File: src/rtl/alu_status_pkg.sv
// Shared definitions for the add/subtract status unit.
// Assumes an 8-bit status byte; bit positions are fixed by the register layout.
package alu_status_pkg;
    localparam int STAT_W  = 8;
    localparam int BIT_CY  = 7;
    localparam int BIT_HC  = 6;
    localparam int BIT_OV  = 2;
    localparam int BIT_PAR = 0;

    typedef struct packed {
        logic cy;
        logic hc;
        logic ov;
    } arith_flags_t;
endpackage

File: src/rtl/addsub_core.sv
// Combinational W-bit adder/subtractor producing the result and the
// carry/borrow, nibble half-carry/borrow and signed overflow flags.
// Assumes W > NIB >= 1. Subtraction is done as a + ~b + ~borrow.
module addsub_core
    import alu_status_pkg::*;
#(
    parameter int W   = 8,
    parameter int NIB = 4
) (
    input  logic [W-1:0]  a,
    input  logic [W-1:0]  b,
    input  logic          sub,
    input  logic          cin,
    output logic [W-1:0]  sum,
    output arith_flags_t  flags
);
    logic [W-1:0]   b_eff;
    logic           c_eff;
    logic [NIB:0]   lo_sum;
    logic [W-1:0]   mid_sum;
    logic [W:0]     full_sum;

    // Form the inverted operand and carry for subtraction, then the partial sums.
    always_comb begin
        b_eff    = sub ? ~b : b;
        c_eff    = sub ? ~cin : cin;
        lo_sum   = {1'b0, a[NIB-1:0]} + {1'b0, b_eff[NIB-1:0]} + {{NIB{1'b0}}, c_eff};
        mid_sum  = {1'b0, a[W-2:0]} + {1'b0, b_eff[W-2:0]} + {{(W-1){1'b0}}, c_eff};
        full_sum = {1'b0, a} + {1'b0, b_eff} + {{W{1'b0}}, c_eff};
    end

    // Derive result and flags; borrow is the inverse of the internal carry.
    always_comb begin
        sum      = full_sum[W-1:0];
        flags.cy = full_sum[W] ^ sub;
        flags.hc = lo_sum[NIB] ^ sub;
        flags.ov = mid_sum[W-1] ^ full_sum[W];
    end
endmodule

File: src/rtl/parity_calc.sv
// Parity of a W-bit word: 1 for an odd count of ones. Built as a fold
// over the bits so the width is free.
module parity_calc #(
    parameter int W = 8
) (
    input  logic [W-1:0] data,
    output logic         odd
);
    // Fold all bits through XOR.
    always_comb begin
        odd = 1'b0;
        for (int i = 0; i < W; i++) odd = odd ^ data[i];
    end
endmodule

File: src/rtl/status_reg.sv
// Status byte register. Arithmetic flags load on flag_upd, other bits on
// stat_we, parity on acc_we. Assumes synchronous active-low reset.
module status_reg
    import alu_status_pkg::*;
(
    input  logic               clk,
    input  logic               rst_n,
    input  logic               flag_upd,
    input  arith_flags_t       new_flags,
    input  logic               stat_we,
    input  logic [STAT_W-1:0]  stat_wdata,
    input  logic               acc_we,
    input  logic               acc_odd,
    output logic [STAT_W-1:0]  status
);
    logic [STAT_W-1:0] nxt;

    // Merge the write sources; arithmetic flags win over a direct write.
    always_comb begin
        nxt = status;
        if (stat_we) nxt[STAT_W-1:1] = stat_wdata[STAT_W-1:1];
        if (flag_upd) begin
            nxt[BIT_CY] = new_flags.cy;
            nxt[BIT_HC] = new_flags.hc;
            nxt[BIT_OV] = new_flags.ov;
        end
        if (acc_we) nxt[BIT_PAR] = acc_odd;
    end

    // Register the status byte.
    always_ff @(posedge clk) begin
        if (!rst_n) status <= '0;
        else        status <= nxt;
    end


    flag_hold_chk: assert property (@(posedge clk) disable iff (!rst_n)
        (!flag_upd && !stat_we) |=> $stable({status[BIT_CY], status[BIT_HC], status[BIT_OV]}));


    plain_write_chk: assert property (@(posedge clk) disable iff (!rst_n)
        (stat_we && !flag_upd) |=> status[STAT_W-1:1] == $past(stat_wdata[STAT_W-1:1]));


    parity_keep_chk: assert property (@(posedge clk) disable iff (!rst_n)
        !acc_we |=> $stable(status[BIT_PAR]));
endmodule

File: src/rtl/alu_status_unit.sv
// Top: 8-bit add/subtract with a registered status byte holding carry,
// half-carry, overflow and accumulator parity. The result is combinational;
// the flags are registered. Synchronous active-low reset.
module alu_status_unit
    import alu_status_pkg::*;
#(
    parameter int W   = 8,
    parameter int NIB = 4
) (
    input  logic               clk,
    input  logic               rst_n,
    input  logic [W-1:0]       op_a,
    input  logic [W-1:0]       op_b,
    input  logic               op_sub,
    input  logic               use_cin,
    input  logic               cy_in,
    input  logic               flag_upd,
    input  logic               acc_we,
    input  logic [W-1:0]       acc_val,
    input  logic               stat_we,
    input  logic [STAT_W-1:0]  stat_wdata,
    output logic [W-1:0]       result,
    output logic [STAT_W-1:0]  status
);
    logic         cin_gated;
    arith_flags_t flg;
    logic         acc_odd;

    // Mask the incoming carry when it is not requested.
    always_comb cin_gated = use_cin & cy_in;

    addsub_core #(.W(W), .NIB(NIB)) u_core (
        .a(op_a), .b(op_b), .sub(op_sub), .cin(cin_gated),
        .sum(result), .flags(flg)
    );

    parity_calc #(.W(W)) u_par (.data(acc_val), .odd(acc_odd));

    status_reg u_stat (
        .clk(clk), .rst_n(rst_n), .flag_upd(flag_upd), .new_flags(flg),
        .stat_we(stat_we), .stat_wdata(stat_wdata),
        .acc_we(acc_we), .acc_odd(acc_odd), .status(status)
    );


    ovf_sign_chk: assert property (@(posedge clk) disable iff (!rst_n)
        (flag_upd && flg.ov) |-> ((op_a[W-1] == (op_b[W-1] ^ op_sub)) && (result[W-1] != op_a[W-1])));
endmodule

File: config.mk
export PLATFORM = sky130hd
export DESIGN_NAME = alu_status_unit
export DESIGN_NICKNAME = d
export VERILOG_FILES = /design/src/rtl/alu_status_pkg.sv /design/src/rtl/addsub_core.sv /design/src/rtl/parity_calc.sv /design/src/rtl/status_reg.sv /design/src/rtl/alu_status_unit.sv
export SDC_FILE = /design/constraint.sdc
export NUM_CORES = 1
export LEC_CHECK = 0
export CAP_MARGIN = 15
export CELL_PAD_IN_SITES_DETAIL_PLACEMENT = 2
export CELL_PAD_IN_SITES_GLOBAL_PLACEMENT = 2
export CORE_UTILIZATION = 18
export DETAILED_ROUTE_END_ITERATION = 10
export GPL_ROUTABILITY_DRIVEN = 0
export PLACE_DENSITY_LB_ADDON = 0.1
export SETUP_SLACK_MARGIN = 0.1
export SYNTH_ARGS = -nofsm -noshare
export SYNTH_HDL_FRONTEND = slang
export SYNTH_SLANG_ARGS = --single-unit
File: constraint.sdc
create_clock -name clk -period 2.75 [get_ports clk]
set_clock_uncertainty 0.1 [all_clocks]
set_input_delay 0.275 -clock clk [delete_from_list [all_inputs] [get_ports clk]]
set_output_delay 0.275 -clock clk [all_outputs]
set_load 0.1 [all_outputs]
======== After elaboration in Yosys (flattened, before gate mapping) ========
Index checks and enable logic that the tools add are counted.
word-level totals
  register bits ........................... 8
  input bits .............................. 40
  output and inout bits ................... 16
cells by class
  add/subtract/negate cells ............... 6
  muxes and demuxes ....................... 5
  bitwise operators ....................... 13
  reduce and logical (&&, ||, !) cells .... 1
operators with widths
  operator            number
  $xor A1 B1 Y1       10
  $add A8 B8 Y9       1
  $add A9 B1 Y9       1
  $add A7 B7 Y8       1
  $add A8 B1 Y8       1
  $mux W8             1
  $not A8 Y8          1
  $mux W7             1
  $add A4 B4 Y5       1
  $add A5 B1 Y5       1
  $mux W1             2
  $mux W2             1
  $reduce_bool A2 Y1  1
  $and A1 B1 Y1       1
  $not A1 Y1          1

======== Logic depth before layout (Yosys ltp) ========
  depth in word-level cells ............... 7
  mapped depth ............................ 9
  gate-level depth less buffers ........... 9

======== Modules after synthesis ========
A second synthesis with hierarchy kept.
second synthesis, totals
  cell total of the unflattened synthesis .. 90
  area total of the unflattened synthesis .. 858.3 µm²
modules (own cells, without submodules)
  module           times used  cells an instance  area an instance (µm²)  sequential area each (µm²)
  addsub_core      1           54                 444.2                   0.0
  status_reg       1           28                 346.6                   160.2
  parity_calc      1           7                  61.3                    0.0
  alu_status_unit  1           1                  6.3                     0.0

======== Worst setup path before layout ========
OpenSTA, ideal clock, no wires.
  path type ............................... input -> output
  start ................................... input port op_sub
  end ..................................... output port result[6]
  data arrival time ....................... 3.494 ns
  data required time ...................... 2.375 ns
  setup slack ............................. -1.119 ns
  cell stages on the path ................. 9
  buffers on the path ..................... 1
  cell sequence ........................... buf_2 xnor2_1 fa_1 fa_1 nor2b_1 o31a_2 o21a_1 nor2_1 xnor2_1
on the way
  longest elaborated chain between the ends .. 3
  elaborated cells on any way between the ends .. 4
  classes of those cells .................. add/sub (2); mux (2)
ends and longest elaborated chain
  element             line                   source
  start: declaration  alu_status_unit.sv:14  input logic op_sub,
  $mux W8             addsub_core.sv:25      b_eff = sub ? ~b : b;
  $add A8 B8 Y9       addsub_core.sv:29      full_sum = {1'b0, a} + {1'b0, b_eff} + {{W{1'b0}}, c_eff};
  $add A9 B1 Y9 (*)   addsub_core.sv:29
  end: declaration    alu_status_unit.sv:22  output logic [W-1:0] result,
Mark *: on every way between the ends. The rest lies on a longest branch, timed or not.

======== Final worst setup path ========
Ends and elaborated chain as after synthesis.

==> run summary <==
Status = completed
Yosys warns = 0
Ant diodes = 0
R2r endpoint = u_stat.status[7]$_SDFFE_PN0P_
Post-synth top area share = 19.3%
Post-route cell area = 0.00179 mm2
Post-synth top cells = xnor2_1, nor2_1, xor2_1
CTS clock-pin slew for the worst setup and hold paths = 40 ps
Largest family of logic cells by synthesized area = XOR/XNOR gates
Power density cells = 659 mW/mm2
Kind of critical path = in -> out
Core Util, Final = 40.7%
WHS Path Cells = 2
Die area = 0.00488 mm2
Yosys reg bits = 8
Layout Cells excl Fill = 220
Most common cell in the netlist = xnor2_1
Initial Utilization = 18.9%
Hold wc startpoint = u_stat.status[0]$_SDFFE_PN0P_
First-pass DRT Iterations = 2
Pleak = 0.781 nW
Worst ir drop on vdd = 0.279 mV
Compound-Gate Fraction of Synth Area = 18.4%
Pre-CTS setup slack = -427 ps
Grt ovf = 0
Layout cell share with drive strength beyond 1 = 36.9%
Placed cell areas = 0.00168 mm2
Fin. Hold Viols = 0
DP HPWL = 2.60 mm
Clock root buffer = clkbuf_8
Sw power = 0.580 mW
EDFF count, synth = 0
Initial antenna violation count = 0
Int Power = 0.596 mW
Comb pwr share = 76.9%
Crit share post-route = 97.1%
Die Wd = 69.8 um
Overall Global Routing Usage = 12.8%
Yosys cell types = 25
Largest net degree at the start of global routing = 10
Mapped Cells = 95
Worst Path Max Fanout = 3
Max reg flops = 8
Clock Tree Buf Depth = 2
Post-Synth Adder-Cell Area = 15.4%
Setup slack after layout = 80.1 ps
Clock share of power = 11.8%
Core footprint = 0.00438 mm2
Vias per inst = 4.36
Final ANT Viol Nets = 0
Nets = 219
R2R depth = 3
PnR Total Power = 1.18 mW
Clock sink count = 8
Worst path top cell family by delay = adder cells
Post-layout min period = 2670 ps
Via count = 959
Top_reg_cell synth = dfxtp_1
RR Startpoint = u_stat.status[7]$_SDFFE_PN0P_
Crit. End Element = output port
Sequential share of the synthesized area = 19.3%
Critical Path Slowest Stage Cell = fa_2
XOR/XNOR Fraction of Synth Area = 24.3%
Vias in the first global route = 1085
Max_slew headroom = 73.1%
Sequential share of power = 11.3%
Avg Cell Area, Syn = 8.72 um2
Net Sw Frac = 49.3%
Die Y = 69.8 um
Clock Latency Late Sink = 220 ps
Min-Delay Endpoint = u_stat.status[0]$_SDFFE_PN0P_
CTS Buf Count = 3
Mux cell area share after synthesis = 7.55%
Simple-gate share of the synthesized area = 11.2%
Syn nets = 144
R2R Setup Slk = 1730 ps
CP required = 2380 ps
Initial DRC count = 6
Slew Limit Fails = 0
Max-cap viol count = 0
Synth async-reset ratio = 0%
Layout area overhead = 116%
Dominant cells by area after synthesis = dfxtp_1, xnor2_1, ha_1
IO buf count = 54
Final setup viols = 0
# IOs = 56
Post-Route WL = 3.05 mm
Max incr delay on CP = 390 ps
Worst EP arrival = 2290 ps
Critical Path Source Type = input pin
Routed len/inst = 13.8 um
Placed Cells = 214
DRC viols = 0
Synthesized area = 828 um2
Hold Worst Slack = 409 ps
RSZ-0062 raised after global routing = yes
CTS tree = yes
Actual slew at the worst max-slew pin = 402 ps
WP buf/inv = 3
CP cell instances = buf_4 > xnor2_2 > fa_2 > fa_2 > nor2b_4 > o31a_2 > o21a_1 > nor2_1 > buf_4 > xnor2_4 > buf_12
Cell Rows = 24
Max frequency = 375 MHz
Setup TNS = 0 ps
First-pass GRT wire length = 4.96 mm
Worst Hold Class = reg -> reg
Yosys top cell by area = dfxtp_1
FILL cells = 490
H-tree Lvls = 1
## logic make-up (layout without fill, tap and decap cells)
| family | Yosys count | in the layout |
|---|---|---|
| fa+ha+maj | 9 | 9 |
| xor+xnor | 23 | 23 |
| buf+inv | 8 | 81 |
| simple gates | 20 | 20 |
| flops | 8 | 8 |
| compound gates | 21 | 21 |
| mux | 6 | 6 |
## final cells by class
class	count	area, um2	share of cell area [%]
Multi-Input combinational cell	79	766	42.9
Timing Repair Buffer	72	731	40.9
Sequential cell	8	160	8.97
Tap cell	52	65.1	3.64
Clock buffer	3	41.3	2.31
Inverter	6	22.5	1.26
## worst reg2reg max path, cell delays in order, from the launching register on
cell and delay, ps:
dfxtp_1 300, mux2_2 250, o21ai_0 190, a21oi_1 60
## cells in the final DEF (no fill, tap or decap), drive strengths merged
cell           synthesis  final
a211oi                 3      3
buf                    1     38
mux2                   2      2
nor2                  12     12
xor2                   9      9
a21boi                 1      1
o22ai                  1      1
nor2b                  3      3
o21ai                  6      6
dlygate4sd2            0      3
o21a                   4      4
or4                    1      1
clkbuf                 1      3
clkdlybuf4s50          0     31
fa                     2      2
inv                    6      6
xnor2                 14     14
nand2b                 1      1
ha                     7      7
a21oi                  4      4
nand2                  3      3
dfxtp                  8      8
mux2i                  4      4
o31a                   2      2
## power by group through the flow
stage / clock network (mW) / logic [mW] / registers, mW
after floorplan: 0 / 0.487 / 0.213
after global placement: 0 / 0.880 / 0.134
after global routing: 0.151 / 0.942 / 0.135
after CTS: 0.145 / 0.913 / 0.133
after detailed placement: 0 / 0.891 / 0.135
final: 0.139 / 0.904 / 0.133
## how the worst max path moves through the flow
| stage | startpoint | end | slack, ps | depth (start not counted) |
|---|---|---|---|---|
| floorplan | op_sub | result[6] | -150 | 9 |
| global placement | op_sub | result[5] | -360 | 11 |
| detailed placement | op_sub | result[5] | -430 | 11 |
| CTS | op_sub | result[6] | 9 | 11 |
| global route | op_sub | result[5] | 20 | 12 |
| finish | op_sub | result[6] | 80 | 11 |
## per-layer routing
metal  up-vias  global-route usage [%]  routed length [um]
met5         -                       0                   0
met4         0                    4.00                  19
met3         2                    1.16                 103
met2        27                    24.6                1710
met1       467                    14.7                1210
li1        463                       -                   -
## what timing repair did
item	CTS	global route
endpoints found under the setup margin	7	3
setup buffers	3	0
hold buffers	0	0
resized for setup	31	2
pin swaps	12	3
No activity file was read; power rests on OpenSTA's default activity.
